===== src/rtl/rngc_pkg.sv =====
package rngc_pkg;
    localparam int DATA_W = 32;
    localparam int ADDR_W = 8;

    // register byte offsets
    localparam logic [ADDR_W-1:0] OFF_VER  = 8'h00;
    localparam logic [ADDR_W-1:0] OFF_CMD  = 8'h04;
    localparam logic [ADDR_W-1:0] OFF_CTRL = 8'h08;
    localparam logic [ADDR_W-1:0] OFF_STAT = 8'h0C;
    localparam logic [ADDR_W-1:0] OFF_ERR  = 8'h10;
    localparam logic [ADDR_W-1:0] OFF_FIFO = 8'h14;

    // command bits
    localparam int CMD_TEST   = 0;
    localparam int CMD_SEED   = 1;
    localparam int CMD_CLRINT = 4;
    localparam int CMD_CLRERR = 5;

    // error bits
    localparam int ERR_UNDER = 0;
    localparam int ERR_TEST  = 1;
    localparam int ERR_STAT  = 3;

    typedef enum logic [1:0] {OP_IDLE, OP_SEED, OP_TEST} op_e;
endpackage


===== src/rtl/rngc_stub.sv =====
module rngc_stub #(
    parameter int W      = 32,
    parameter int PERIOD = 4
) (
    input  logic         clk,
    input  logic         rst_n,
    input  logic         load,
    input  logic         run,
    output logic         valid,
    output logic [W-1:0] word
);
    localparam int PW = $clog2(PERIOD + 1);
    localparam logic [W-1:0] TAPS = W'(32'h80200003);

    typedef struct packed {
        logic [W-1:0]  lfsr;
        logic [PW-1:0] tmr;
        logic [15:0]   mix;
    } stub_t;

    stub_t q, d;
    logic [W-1:0] seed_v;

    assign valid  = run && (q.tmr == PW'(PERIOD - 1));
    assign word   = q.lfsr;
    assign seed_v = q.lfsr ^ W'({q.mix, ~q.mix});

    always_comb begin
        d     = q;
        d.mix = q.mix + 16'd1;
        if (load) begin
            d.lfsr = (seed_v == '0) ? W'(1) : seed_v;
            d.tmr  = '0;
        end else if (!run) begin
            d.tmr = '0;
        end else if (valid) begin
            d.lfsr = (q.lfsr >> 1) ^ (q.lfsr[0] ? TAPS : '0);
            d.tmr  = '0;
        end else begin
            d.tmr = q.tmr + PW'(1);
        end
    end

    always_ff @(posedge clk or negedge rst_n) begin
        if (!rst_n) begin
            q.lfsr <= W'(32'h6A09E667);
            q.tmr  <= '0;
            q.mix  <= '0;
        end else begin
            q <= d;
        end
    end


    lfsr_nonzero_chk: assert property (@(posedge clk) disable iff (!rst_n)
        word != '0);
endmodule


===== src/rtl/rngc_fifo.sv =====
module rngc_fifo #(
    parameter int W     = 32,
    parameter int DEPTH = 16,
    localparam int PW   = $clog2(DEPTH),
    localparam int CW   = $clog2(DEPTH + 1)
) (
    input  logic          clk,
    input  logic          rst_n,
    input  logic          flush,
    input  logic          push,
    input  logic [W-1:0]  din,
    input  logic          pop,
    output logic [W-1:0]  dout,
    output logic [CW-1:0] count
);
    typedef struct packed {
        logic [PW-1:0] wr;
        logic [PW-1:0] rd;
        logic [CW-1:0] cnt;
    } ptr_t;

    ptr_t q, d;
    logic [W-1:0] mem_q [DEPTH];

    function automatic logic [PW-1:0] bump(input logic [PW-1:0] p);
        return (p == PW'(DEPTH - 1)) ? '0 : p + PW'(1);
    endfunction

    assign dout  = mem_q[q.rd];
    assign count = q.cnt;

    always_comb begin
        d = q;
        if (flush) begin
            d = '0;
        end else begin
            if (push) d.wr = bump(q.wr);
            if (pop)  d.rd = bump(q.rd);
            d.cnt = q.cnt + CW'(push) - CW'(pop);
        end
    end

    always_ff @(posedge clk or negedge rst_n) begin
        if (!rst_n) q <= '0;
        else        q <= d;
    end

    always_ff @(posedge clk) begin
        if (push && !flush) mem_q[q.wr] <= din;
    end


    fifo_no_overflow_chk: assert property (@(posedge clk) disable iff (!rst_n)
        !(push && !pop && q.cnt == CW'(DEPTH)));

    fifo_no_underflow_chk: assert property (@(posedge clk) disable iff (!rst_n)
        !(pop && q.cnt == '0));
endmodule


===== src/rtl/rngc_seq.sv =====
module rngc_seq
    import rngc_pkg::*;
#(
    parameter int SEED_CYCLES  = 16,
    parameter int TEST_CYCLES  = 12,
    parameter int RESEED_WORDS = 1 << 20
) (
    input  logic clk,
    input  logic rst_n,
    input  logic seed_cmd,
    input  logic test_cmd,
    input  logic auto_en,
    input  logic word_served,
    input  logic stub_fail,
    output logic seed_go,
    output logic busy,
    output logic seeded,
    output logic seed_ok,
    output logic seed_fail,
    output logic test_ok,
    output logic test_fail
);
    localparam int LONGEST = (SEED_CYCLES > TEST_CYCLES) ? SEED_CYCLES : TEST_CYCLES;
    localparam int CNT_W   = $clog2(LONGEST + 1);
    localparam int SRV_W   = $clog2(RESEED_WORDS + 1);

    typedef struct packed {
        op_e              op;
        logic [CNT_W-1:0] cnt;
        logic [SRV_W-1:0] served;
        logic             seeded;
    } seq_t;

    seq_t q, d;
    logic last, fin, auto_hit;

    assign last = (q.op == OP_SEED) ? (q.cnt == CNT_W'(SEED_CYCLES - 1))
                                    : (q.cnt == CNT_W'(TEST_CYCLES - 1));
    assign fin      = (q.op != OP_IDLE) && last;
    assign auto_hit = auto_en && (q.served == SRV_W'(RESEED_WORDS)) && (q.op == OP_IDLE);
    assign seed_go  = seed_cmd || auto_hit;

    assign seed_ok   = fin && !seed_go && (q.op == OP_SEED) && !stub_fail;
    assign seed_fail = fin && !seed_go && (q.op == OP_SEED) &&  stub_fail;
    assign test_ok   = fin && !seed_go && (q.op == OP_TEST) && !stub_fail;
    assign test_fail = fin && !seed_go && (q.op == OP_TEST) &&  stub_fail;
    assign busy      = (q.op != OP_IDLE);
    assign seeded    = q.seeded;

    always_comb begin
        d = q;
        if (seed_go) begin
            d.op     = OP_SEED;
            d.cnt    = '0;
            d.served = '0;
            d.seeded = 1'b0;
        end else begin
            if (word_served && q.served != SRV_W'(RESEED_WORDS))
                d.served = q.served + SRV_W'(1);
            if (q.op == OP_IDLE) begin
                if (test_cmd) begin
                    d.op  = OP_TEST;
                    d.cnt = '0;
                end
            end else if (last) begin
                d.op = OP_IDLE;
                if (q.op == OP_SEED && !stub_fail) d.seeded = 1'b1;
            end else begin
                d.cnt = q.cnt + CNT_W'(1);
            end
        end
    end

    always_ff @(posedge clk or negedge rst_n) begin
        if (!rst_n) begin
            q.op     <= OP_IDLE;
            q.cnt    <= '0;
            q.served <= '0;
            q.seeded <= 1'b0;
        end else begin
            q <= d;
        end
    end


    one_result_chk: assert property (@(posedge clk) disable iff (!rst_n)
        $onehot0({seed_ok, seed_fail, test_ok, test_fail}));

    seed_restart_chk: assert property (@(posedge clk) disable iff (!rst_n)
        seed_cmd |=> (q.op == OP_SEED && q.cnt == '0 && !q.seeded));

    auto_reseed_chk: assert property (@(posedge clk) disable iff (!rst_n)
        (auto_en && q.served == SRV_W'(RESEED_WORDS) && q.op == OP_IDLE) |=> (q.op == OP_SEED));

    seeded_after_ok_chk: assert property (@(posedge clk) disable iff (!rst_n)
        $rose(q.seeded) |-> $past(seed_ok));
endmodule


===== src/rtl/rngc_top.sv =====
module rngc_top
    import rngc_pkg::*;
#(
    parameter int GEN_TYPE     = 2,
    parameter int REV_MAJ      = 3,
    parameter int REV_MIN      = 5,
    parameter int FIFO_DEPTH   = 16,
    parameter int WORD_CYCLES  = 4,
    parameter int SEED_CYCLES  = 16,
    parameter int TEST_CYCLES  = 12,
    parameter int RESEED_WORDS = 1 << 20
) (
    input  logic              clk,
    input  logic              rst_n,
    input  logic              bus_wr,
    input  logic              bus_rd,
    input  logic [ADDR_W-1:0] bus_addr,
    input  logic [DATA_W-1:0] bus_wdata,
    output logic [DATA_W-1:0] bus_rdata,
    input  logic              stub_fail,
    output logic              irq
);
    localparam int CW = $clog2(FIFO_DEPTH + 1);
    localparam logic [DATA_W-1:0] VER_WORD =
        {4'(GEN_TYPE), 12'h000, 8'(REV_MAJ), 8'(REV_MIN)};

    typedef struct packed {
        logic [2:0]        ctrl;      // [0] auto, [1] mask done, [2] mask err
        logic              st_done;
        logic              seed_done;
        logic [3:0]        err;
        logic [DATA_W-1:0] rdata;
    } regs_t;

    regs_t q, d;

    logic wr_cmd, wr_ctrl, rd_fifo;
    logic seed_cmd, test_cmd, clr_int, clr_err;
    logic pop, underflow, any_evt;
    logic seed_go, busy, seeded, seed_ok, seed_fail, test_ok, test_fail;
    logic stub_valid, stub_run;
    logic [DATA_W-1:0] stub_word, fifo_dout;
    logic [CW-1:0] fifo_cnt;
    logic [3:0] level;
    logic [DATA_W-1:0] stat_word;
    logic unused_wbits;

    assign wr_cmd    = bus_wr && (bus_addr == OFF_CMD);
    assign wr_ctrl   = bus_wr && (bus_addr == OFF_CTRL);
    assign rd_fifo   = bus_rd && (bus_addr == OFF_FIFO);
    assign seed_cmd  = wr_cmd && bus_wdata[CMD_SEED];
    assign test_cmd  = wr_cmd && bus_wdata[CMD_TEST];
    assign clr_int   = wr_cmd && bus_wdata[CMD_CLRINT];
    assign clr_err   = wr_cmd && bus_wdata[CMD_CLRERR];
    assign pop       = rd_fifo && (fifo_cnt != '0);
    assign underflow = rd_fifo && (fifo_cnt == '0);
    assign any_evt   = seed_ok | seed_fail | test_ok | test_fail;
    assign stub_run  = seeded && !busy && (fifo_cnt < CW'(FIFO_DEPTH));
    assign level     = (fifo_cnt > CW'(15)) ? 4'hF : 4'(fifo_cnt);
    assign stat_word = {15'h0, (q.err != '0), 4'h0, level, 2'b00, q.seed_done, q.st_done, 4'h0};
    assign unused_wbits = ^{bus_wdata[31:7], bus_wdata[3:2]};

    rngc_seq #(
        .SEED_CYCLES (SEED_CYCLES),
        .TEST_CYCLES (TEST_CYCLES),
        .RESEED_WORDS(RESEED_WORDS)
    ) u_seq (
        .clk        (clk),
        .rst_n      (rst_n),
        .seed_cmd   (seed_cmd),
        .test_cmd   (test_cmd),
        .auto_en    (q.ctrl[0]),
        .word_served(pop),
        .stub_fail  (stub_fail),
        .seed_go    (seed_go),
        .busy       (busy),
        .seeded     (seeded),
        .seed_ok    (seed_ok),
        .seed_fail  (seed_fail),
        .test_ok    (test_ok),
        .test_fail  (test_fail)
    );

    rngc_stub #(.W(DATA_W), .PERIOD(WORD_CYCLES)) u_stub (
        .clk  (clk),
        .rst_n(rst_n),
        .load (seed_go),
        .run  (stub_run),
        .valid(stub_valid),
        .word (stub_word)
    );

    rngc_fifo #(.W(DATA_W), .DEPTH(FIFO_DEPTH)) u_fifo (
        .clk  (clk),
        .rst_n(rst_n),
        .flush(seed_go),
        .push (stub_valid),
        .din  (stub_word),
        .pop  (pop),
        .dout (fifo_dout),
        .count(fifo_cnt)
    );

    always_comb begin
        d = q;
        // clears first, so that same-cycle results still land
        if (clr_err) begin
            d.err       = '0;
            d.st_done   = 1'b0;
            d.seed_done = 1'b0;
        end else if (clr_int && q.err == '0) begin
            d.st_done   = 1'b0;
            d.seed_done = 1'b0;
        end
        if (test_ok || test_fail) d.st_done   = 1'b1;
        if (seed_ok || seed_fail) d.seed_done = 1'b1;
        if (test_fail)            d.err[ERR_TEST]  = 1'b1;
        if (seed_fail)            d.err[ERR_STAT]  = 1'b1;
        if (underflow)            d.err[ERR_UNDER] = 1'b1;

        if (wr_ctrl) d.ctrl = bus_wdata[6:4];

        if (bus_rd) begin
            case (bus_addr)
                OFF_VER:  d.rdata = VER_WORD;
                OFF_CTRL: d.rdata = {25'h0, q.ctrl, 4'h0};
                OFF_STAT: d.rdata = stat_word;
                OFF_ERR:  d.rdata = {28'h0, q.err};
                OFF_FIFO: d.rdata = pop ? fifo_dout : '0;
                default:  d.rdata = '0;
            endcase
        end
    end

    always_ff @(posedge clk or negedge rst_n) begin
        if (!rst_n) q <= '0;
        else        q <= d;
    end

    assign bus_rdata = q.rdata;
    assign irq = ((q.st_done | q.seed_done) & ~q.ctrl[1]) | ((q.err != '0) & ~q.ctrl[2]);


    cmd_reads_zero_chk: assert property (@(posedge clk) disable iff (!rst_n)
        (bus_rd && bus_addr == OFF_CMD) |=> (bus_rdata == '0));

    underflow_chk: assert property (@(posedge clk) disable iff (!rst_n)
        underflow |=> (bus_rdata == '0 && q.err[ERR_UNDER]));

    clr_int_chk: assert property (@(posedge clk) disable iff (!rst_n)
        (clr_int && !clr_err && q.err == '0 && !any_evt) |=> (!q.st_done && !q.seed_done));

    clr_int_blocked_chk: assert property (@(posedge clk) disable iff (!rst_n)
        (clr_int && !clr_err && q.err != '0) |=>
            (($past(q.st_done) -> q.st_done) && ($past(q.seed_done) -> q.seed_done)));

    clr_err_chk: assert property (@(posedge clk) disable iff (!rst_n)
        (clr_err && !any_evt) |=> (q.err == '0 && !q.st_done && !q.seed_done));
endmodule


===== config.mk =====
export PLATFORM = sky130hd
export DESIGN_NAME = rngc_top
export DESIGN_NICKNAME = d
export VERILOG_FILES = /design/src/rtl/rngc_pkg.sv /design/src/rtl/rngc_stub.sv /design/src/rtl/rngc_fifo.sv /design/src/rtl/rngc_seq.sv /design/src/rtl/rngc_top.sv
export SDC_FILE = /design/constraint.sdc
export NUM_CORES = 1
export LEC_CHECK = 0
export BUFFER_PORTS_ARGS = -buffer_cell sky130_fd_sc_hd__buf_2
export CAP_MARGIN = 20
export CORE_UTILIZATION = 50
export DETAILED_ROUTE_END_ITERATION = 10
export GPL_TIMING_DRIVEN = 0
export PLACE_DENSITY = 0.66
export REMOVE_ABC_BUFFERS = 1
export SLEW_MARGIN = 20
export SYNTH_ARGS = -nofsm -noshare
export SYNTH_HDL_FRONTEND = slang
export SYNTH_SLANG_ARGS = --single-unit

===== constraint.sdc =====
create_clock -name clk -period 4.7 [get_ports clk]
set_clock_uncertainty 0.15 [all_clocks]
set_input_delay 0.47 -clock clk [delete_from_list [all_inputs] [get_ports clk]]
set_output_delay 0.47 -clock clk [all_outputs]
set_load 0.005 [all_outputs]

==> results of run 1 <==
layout by cell type, fill, tap and decap left out, types with 7 or more instances in the layout:
cell	Yosys	layout
clkinv_2	0	12
mux4_2	103	103
edfxtp_1	512	512
o22ai_1	27	27
a21oi_1	40	40
xor2_1	18	18
a32oi_1	7	7
o21ai_0	27	27
and2_4	0	8
xnor2_1	36	36
nor3_2	7	7
nand3_1	26	26
a22oi_1	8	8
nor2_1	59	59
inv_1	27	26
buf_16	0	14
mux2i_1	79	79
o221ai_1	20	20
buf_12	0	8
a221o_1	12	12
dfrtp_1	117	113
o311ai_1	18	18
and3_1	18	14
clkbuf_16	0	71
nor4_1	12	12
clkbuf_8	0	7
nor2b_1	9	9
clkbuf_1	45	13
o32ai_1	20	20
ha_1	20	20
nand2_1	85	84
nor3_1	9	8
nand2b_1	14	13
a2bb2oi_1	15	15
dfstp_2	16	16
buf_2	35	49
nand4_1	9	9
a22o_1	22	22
clkinv_1	1	11
through the flow:
step / cells / util / power (mW) / cell area (um2)
2_1_floorplan: 1479 / - / 6.867 / 26140
3_3_place_gp: 2217 / 0.5165 / 7.044 / 27250
3_5_place_dp: 2243 / 0.5294 / 7.008 / 27930
4_1_cts: 2367 / 0.5699 / 12.02 / 30070
5_1_grt: 2367 / 0.5699 / 12.32 / 30070
6_report: 2367 / 0.5699 / 11.94 / 30070
cells by family after synthesis:
logic type               after synthesis  synth area share
AND/OR/NAND/NOR                      304           0.06077
adder cells (fa/ha/maj)               21           0.01008
AO/OA/AOI/OAI                        240           0.06628
XOR/XNOR                              54           0.01764
multiplexers                         186            0.1177
buffers and inverters                153           0.02899
flip-flops                           645            0.6985
state kept, by name, indices dropped and copies added (netlist names):
name / count
u_seq.q: 28
q: 8
u_stub.q: 19
bus_rdata: 32
u_fifo.count: 5
u_stub.word: 32
u_fifo.mem_q: 512
u_fifo.q: 8
u_seq.seeded: 1
cells in the mapped netlist (22+ instances only):
library cell / n
a21oi_1: 40
a22o_1: 22
buf_2: 35
buf_4: 37
clkbuf_1: 45
dfrtp_1: 117
edfxtp_1: 512
inv_1: 27
mux2i_1: 79
mux4_2: 103
nand2_1: 85
nand3_1: 26
nor2_1: 59
o21ai_0: 27
o22ai_1: 27
xnor2_1: 36
power by group:
part / leakage [nW] / switching [mW] / internal [mW]
registers: 6.84 / 0.106 / 6.20
logic: 2.65 / 0.302 / 0.275
clock network: 1.02 / 2.13 / 2.92
total: 10.5 / 2.54 / 9.40
metal layers:
metal,routed length (um),track usage,vias to the layer above,share of wire
li1,-,-,6397,-
met3,2977,0.03381,78,0.051
met1,25900,0.3143,7631,0.44
met5,0,0,-,0
met2,28690,0.3576,363,0.49
met4,995,0.06027,0,0.017
cell type report:
class / instances / area, um2
clock inverter: 28 / 166.4
fill: 4019 / 22690
inverter: 29 / 116.4
timing repair buffer: 81 / 893.4
sequential: 645 / 18740
clock buffer: 91 / 1922
multi-input combinational: 805 / 7373
tap: 688 / 860.8
how the worst max path moves through the flow:
stage	startpoint	end	slack [ns]	cells after the start
2_1_floorplan	u_fifo.q[5]	bus_rdata[3]	-3.00	3
3_3_place_gp	u_fifo.q[5]	bus_rdata[11]	-5.45	3
3_5_place_dp	u_fifo.count[2]	u_fifo.count[4]	-0.25	15
4_1_cts	u_fifo.count[2]	u_fifo.count[4]	0.19	15
5_1_grt	u_seq.q[28]	u_fifo.mem_q[12][31]	0.26	8
6_report	u_seq.q[28]	u_fifo.mem_q[15][12]	0.42	8
what timing repair did:
item / 4_1_cts / 5_1_grt
pin swaps: 0 / 0
endpoints found under the setup margin: 1 / 1
resized for setup: 1 / 1
endpoints found under the hold margin: 56 / 0
gates cloned: 0 / 0
hold buffers: 5 / 0
worst reg2reg max path: cells and delay by family, from the launching register on:
family	cells	cell delay, ns
buffers and inverters	2	0.73
AND/OR/NAND/NOR	6	2.67
flip-flops	1	0.41
==> impl_results.md, run 1 <==
- Final worst-path cycle share: 0.9100
- Cell leakage power: 10.51 nW
- Clock transition at path regs: 0.06 ns
- Final setup vio count: 0
- Slew headroom: 0.2421
- Worst-path maximum fanout: 17
- Cells after Synth: between 1,500 and 2,000
- Vias per std cell: slightly above 6
- Port Buf Inserts: 50
- Clock Tree Root: clkbuf_16
- Hold_sp: bus_rd
- Sequential share of the synthesized area: 0.6985
- Worst-Margin Slew: 1.133 ns
- Cell mode on critical path: and3_1
- Pwr/cell area: 397.1 mW/mm2
- Synthesis-to-finish area growth: 12.18%
- Layout cells sized above 1: 0.2061
- Synth Register Bits: 645
- Cts bufs inserted: 67
- Max Clk Rate: roughly 230 MHz
- Synth top area share: 0.5736
- Die Y: 233.5 um
- Final hold slack: about 0.040 ns
- Worst r2r src: u_seq.q[28]
- # clock sinks: 645
- Critical path buffers and inverters: 2
- DRC: 4
- Die X: 233.5 um
- CP cell instances: nor2_2, and3_1, and2_1, clkinv_1, nor3_4, and3_1, and2_2, buf_16
- CP delay by family, top: simple AND/OR/NAND/NOR gates
- Worst-case clock buffer depth: 3
- Antenna violation net count after detailed routing: 0
- Setup TNS: 0 ns
- Crit-path slowest cell: nor3_4
- Router iterations before antenna repair: 8
- Placer congestion estimate: 0.7984
- Syn avg cell area: 16.72 um2
- Largest net degree at the start of global routing: slightly above 80
- H-Tree Depth: 3
- Latest clock arrival within the worst-skew pair: about 0.59 ns
- Final hold violations: 0
- IO Pins: 78
- Max-slew violations: 0
- Initial core utilization: 0.5080
- CORE AREA: 0.05276 mm2
- Async set or reset register ratio after synthesis: 0.2062
- Netlist cell types: 72
- DRT iter0 DRCs: 1,238
- EDFF count, synth: 512
- Hold Path Stages: 2
- Reg2reg setup slack: roughly 0.42 ns
- Min Tclk post-route: approximately 4.3 ns
- Nets: between 1,500 and 2,000
- Ant. Diodes: 0
- Hold worst-path end: bus_rdata[16]
- TritonCTS clock tree: done
- Cell taking the most area after synthesis: edfxtp_1
- CP peak stage delay: 0.73 ns
- Failing checks: DRC
- Worst r2r path cells: 8
- GR Overflow Total: 0
- RSZ-0062 raised after global routing: no
- Initial antenna violation count: 0
- Max-cap violation count: 0
- Via count: 14,470
- First-pass GRT wire length: around 89,000 um
- Top cells by area, synth: edfxtp_1 57%, dfrtp_1 11%, mux4_2 8.7%
- Dominant synthesized flop cell: edfxtp_1
- Crit path required time: 4.83 ns
- Status: complete, but fails checks
- GR Util All Layers: 0.2214
- Post-DP HPWL: 33,300 um
- Postcts setup bufs: 0
- Floorplan row count: 84
- Post-synthesis cell area: 0.02680 mm2
- Critical path launch point type: flop
- Setup CP Type: reg2reg
- Element type at the critical path end: flop
- Die footprint: 0.05454 mm2
- Vias in the first global route: 14,410
- Hold/Removal Path Class: in2reg
- R2r endpoint: u_fifo.mem_q[15][12]
- VDD IR-drop max: around 0.31 mV
- YS warnings: 0
- DRT Wirelength: 58,550 um
- WL/cell: 24.74 um
- WP data arrival: 4.41 ns
- PnR worst setup slack: 0.4232 ns
- Pre-CTS WS: -0.2468 ns
No activity file was read; power rests on OpenSTA's default activity.
==> run 2: changes to the inputs <==
--- a/config.mk
+++ b/config.mk
@@ -10,5 +10,4 @@
 export CORE_UTILIZATION = 50
 export DETAILED_ROUTE_END_ITERATION = 10
-export GPL_TIMING_DRIVEN = 0
 export PLACE_DENSITY = 0.66
 export REMOVE_ABC_BUFFERS = 1
==> constraint.sdc (replaced) <==
create_clock -name clk -period 4.7 [get_ports clk]
set_clock_uncertainty 0.15 [all_clocks]
set_input_delay 0.47 -clock clk [delete_from_list [all_inputs] [get_ports clk]]
set_output_delay 0.47 -clock clk [all_outputs]
set_load 0.1 [all_outputs]
==> impl_results.md, run 2 (synthesized netlist as in run 1, its figures left out) <==
- Die footprint: 0.05454 mm2 (unchanged)
- Max-cap violation count: 0 (unchanged)
- Clock Tree Root: clkbuf_16 (unchanged)
- Sequential cell area: 0.01874 mm2 (about the same)
- Max reg flops: 512 (unchanged)
- Biggest register: u_fifo.mem_q (unchanged)
- Setup CP Type: reg2reg (unchanged)
- Slew headroom: 0.2622 (was 0.2421)
- Critical path buffers and inverters: 1 (was 2)
- VDD IR-drop max: 0.3338 mV (was 0.3102 mV)
- TritonCTS clock tree: done (unchanged)
- Layout filler cell count: 4,043 (was 4,019)
- H-Tree Depth: 3 (unchanged)
- Worst-path maximum fanout: 32 (was 17)
- Design Power: 11.96 mW (was 11.94 mW)
- First-pass GRT wire length: 85,880 um (was 89,130 um)
- Post-DP HPWL: 32,230 um (was 33,300 um)
- Final hold violations: 0 (unchanged)
- CP cell instances: nor2_2, and3_1, and2_1, clkinv_1, nor4_1, and2_2 (was nor2_2, and3_1, and2_1, clkinv_1, nor3_4, and3_1, and2_2, buf_16)
- Die Y: 233.5 um (unchanged)
- Worst-case clock buffer depth: 3 (unchanged)
- Initial core utilization: 0.5080 (unchanged)
- Die X: 233.5 um (unchanged)
- Crit-path slowest cell: and2_2 (was nor3_4)
- RSZ-0062 raised after global routing: no (unchanged)
- Area of the multi-input gates: 0.007345 mm2 (was 0.007373 mm2)
- Latest clock arrival within the worst-skew pair: 0.60 ns (was 0.59 ns)
- CORE AREA: 0.05276 mm2 (unchanged)
- Largest net degree at the start of global routing: 75 (was 82)
- DRT Wirelength: 55,960 um (was 58,550 um)
- Layout Utilization: 0.5639 (was 0.5699)
- Layout cells sized above 1: 0.2086 (was 0.2061)
- Final hold slack: 0.05021 ns (was 0.04019 ns)
- Via count: 14,180 (was 14,470)
- Worst-Margin Slew: 1.107 ns (was 1.133 ns)
- CP delay by family, top: simple AND/OR/NAND/NOR gates (unchanged)
- IO Pins: 78 (unchanged)
- Antenna violation net count after detailed routing: 0 (unchanged)
- Port Buf Inserts: 50 (unchanged)
- Resized cells post-CTS: 0 (was 1)
- Fin cells: 2,380 (was 2,367)
- WL/cell: 23.51 um (was 24.74 um)
- Pwr/cell area: 402.1 mW/mm2 (was 397.1 mW/mm2)
- CP peak stage delay: 0.98 ns (was 0.73 ns)
- GR Overflow Total: 0 (unchanged)
- Synthesis-to-finish area growth: 11.00% (was 12.18%)
- Vias per std cell: 5.960 (was 6.113)
- Commonest cells after routing, fill and taps aside: 512 x edfxtp_1, 113 x dfrtp_1, 103 x mux4_2 (unchanged)
- Placer congestion estimate: 0.8094 (was 0.7984)
- Cell leakage power: 10.44 nW (was 10.51 nW)
- Floorplan row count: 84 (unchanged)
- GR Util All Layers: 0.2116 (was 0.2214)
- DRC: 4 (unchanged)
- WP data arrival: 3.84 ns (was 4.41 ns)
- Clock transition at path regs: 0.06 ns (about the same)
- Placed cells: 2,249 (was 2,243)
- # clock sinks: 645 (unchanged)
- Failing checks: DRC (unchanged)
- Initial antenna violation count: 0 (unchanged)
- Ant. Diodes: 0 (unchanged)
- Final worst-path cycle share: 0.8060 (was 0.9100)
- Element type at the critical path end: flop (unchanged)
- Vias in the first global route: 14,100 (was 14,410)
- Hold/Removal Path Class: in2reg (unchanged)
- Cts bufs inserted: 68 (was 67)
- Leading cell type in the layout, fill and taps excluded: edfxtp_1 (unchanged)
- Max Clk Rate: 264.0 MHz (was 233.8 MHz)
- Critical path launch point type: flop (unchanged)
- Status: complete, but fails checks (unchanged)
- Nets: 1,704 (was 1,695)
- Final setup vio count: 0 (unchanged)
- Router iterations before antenna repair: 8 (unchanged)
- Postcts setup bufs: 0 (unchanged)
- DRT iter0 DRCs: 1,097 (was 1,238)
- Crit path required time: 4.75 ns (was 4.83 ns)
- Max-slew violations: 0 (unchanged)
- Min Tclk post-route: 3.788 ns (was 4.277 ns)
## run 2: cell types whose count changed in the layout (fill, tap and decap cells not counted), moves of 4 or more
cell / change
clkbuf_8: -4
and3_2: +4
buf_4: +28
and3_4: -4
and2_4: -7
buf_16: -13
buf_12: -6
inv_6: +4
and2_2: +7
## run 2: area by class of cell
class | instances | share of cell area
flip-flops and latches | 645 | 0.6297
clock inverters | 35 | 0.007906
well taps | 688 | 0.02893
multi-input cells | 805 | 0.2469
repair buffers | 89 | 0.02048
clock buffers | 89 | 0.06228
inverters | 29 | 0.003827
## run 2: per-layer routing
layer	vias to the layer above	global-route usage	part of all wire
met4	0	0.05743	0.016
met5	-	0	0
li1	6407	-	-
met1	7445	0.3007	0.45
met2	259	0.3451	0.50
met3	73	0.02747	0.035
## run 2: metrics by stage
step,area [um2],TNS (ns),setup slack [ns]
3_3_place_gp,27570,0,1.096
4_1_cts,29720,0,0.9277
5_1_grt,29750,0,0.7779
6_report,29750,0,0.9118
3_5_place_dp,27570,0,1.004
2_1_floorplan,26140,-99.01,-2.997
## run 2: final timing paths
path                                        to  slack [ns]  cells past startpoint         start
setup / recovery           u_fifo.mem_q[0][27]        0.91                      6   u_seq.q[28]
hold / removal                           q[32]        0.05                      3   bus_addr[4]
setup reg to reg           u_fifo.mem_q[0][27]        0.91                      6   u_seq.q[28]
hold reg to reg                   u_stub.q[16]        0.29                      1  u_stub.q[16]
max in group asynchronous          u_fifo.q[5]        3.13                      3         rst_n
min in group asynchronous          u_seq.q[11]        0.30                      2         rst_n
## run 2: timing repair
| item | 4_1_cts | 5_1_grt |
|---|---|---|
| hold buffers | 6 | 0 |
| endpoints found under the hold margin | 62 | 0 |
| endpoints found under the setup margin | 0 | 0 |
## run 2: where the power goes
group	switching [mW]	internal [mW]
logic	0.337	0.260
clock network	2.19	2.86
registers	0.117	6.20
## run 2: worst min-delay path, cell delays in order
cell     delay [ns]
buf_2          0.12
inv_1          0.08
o41ai_1        0.08
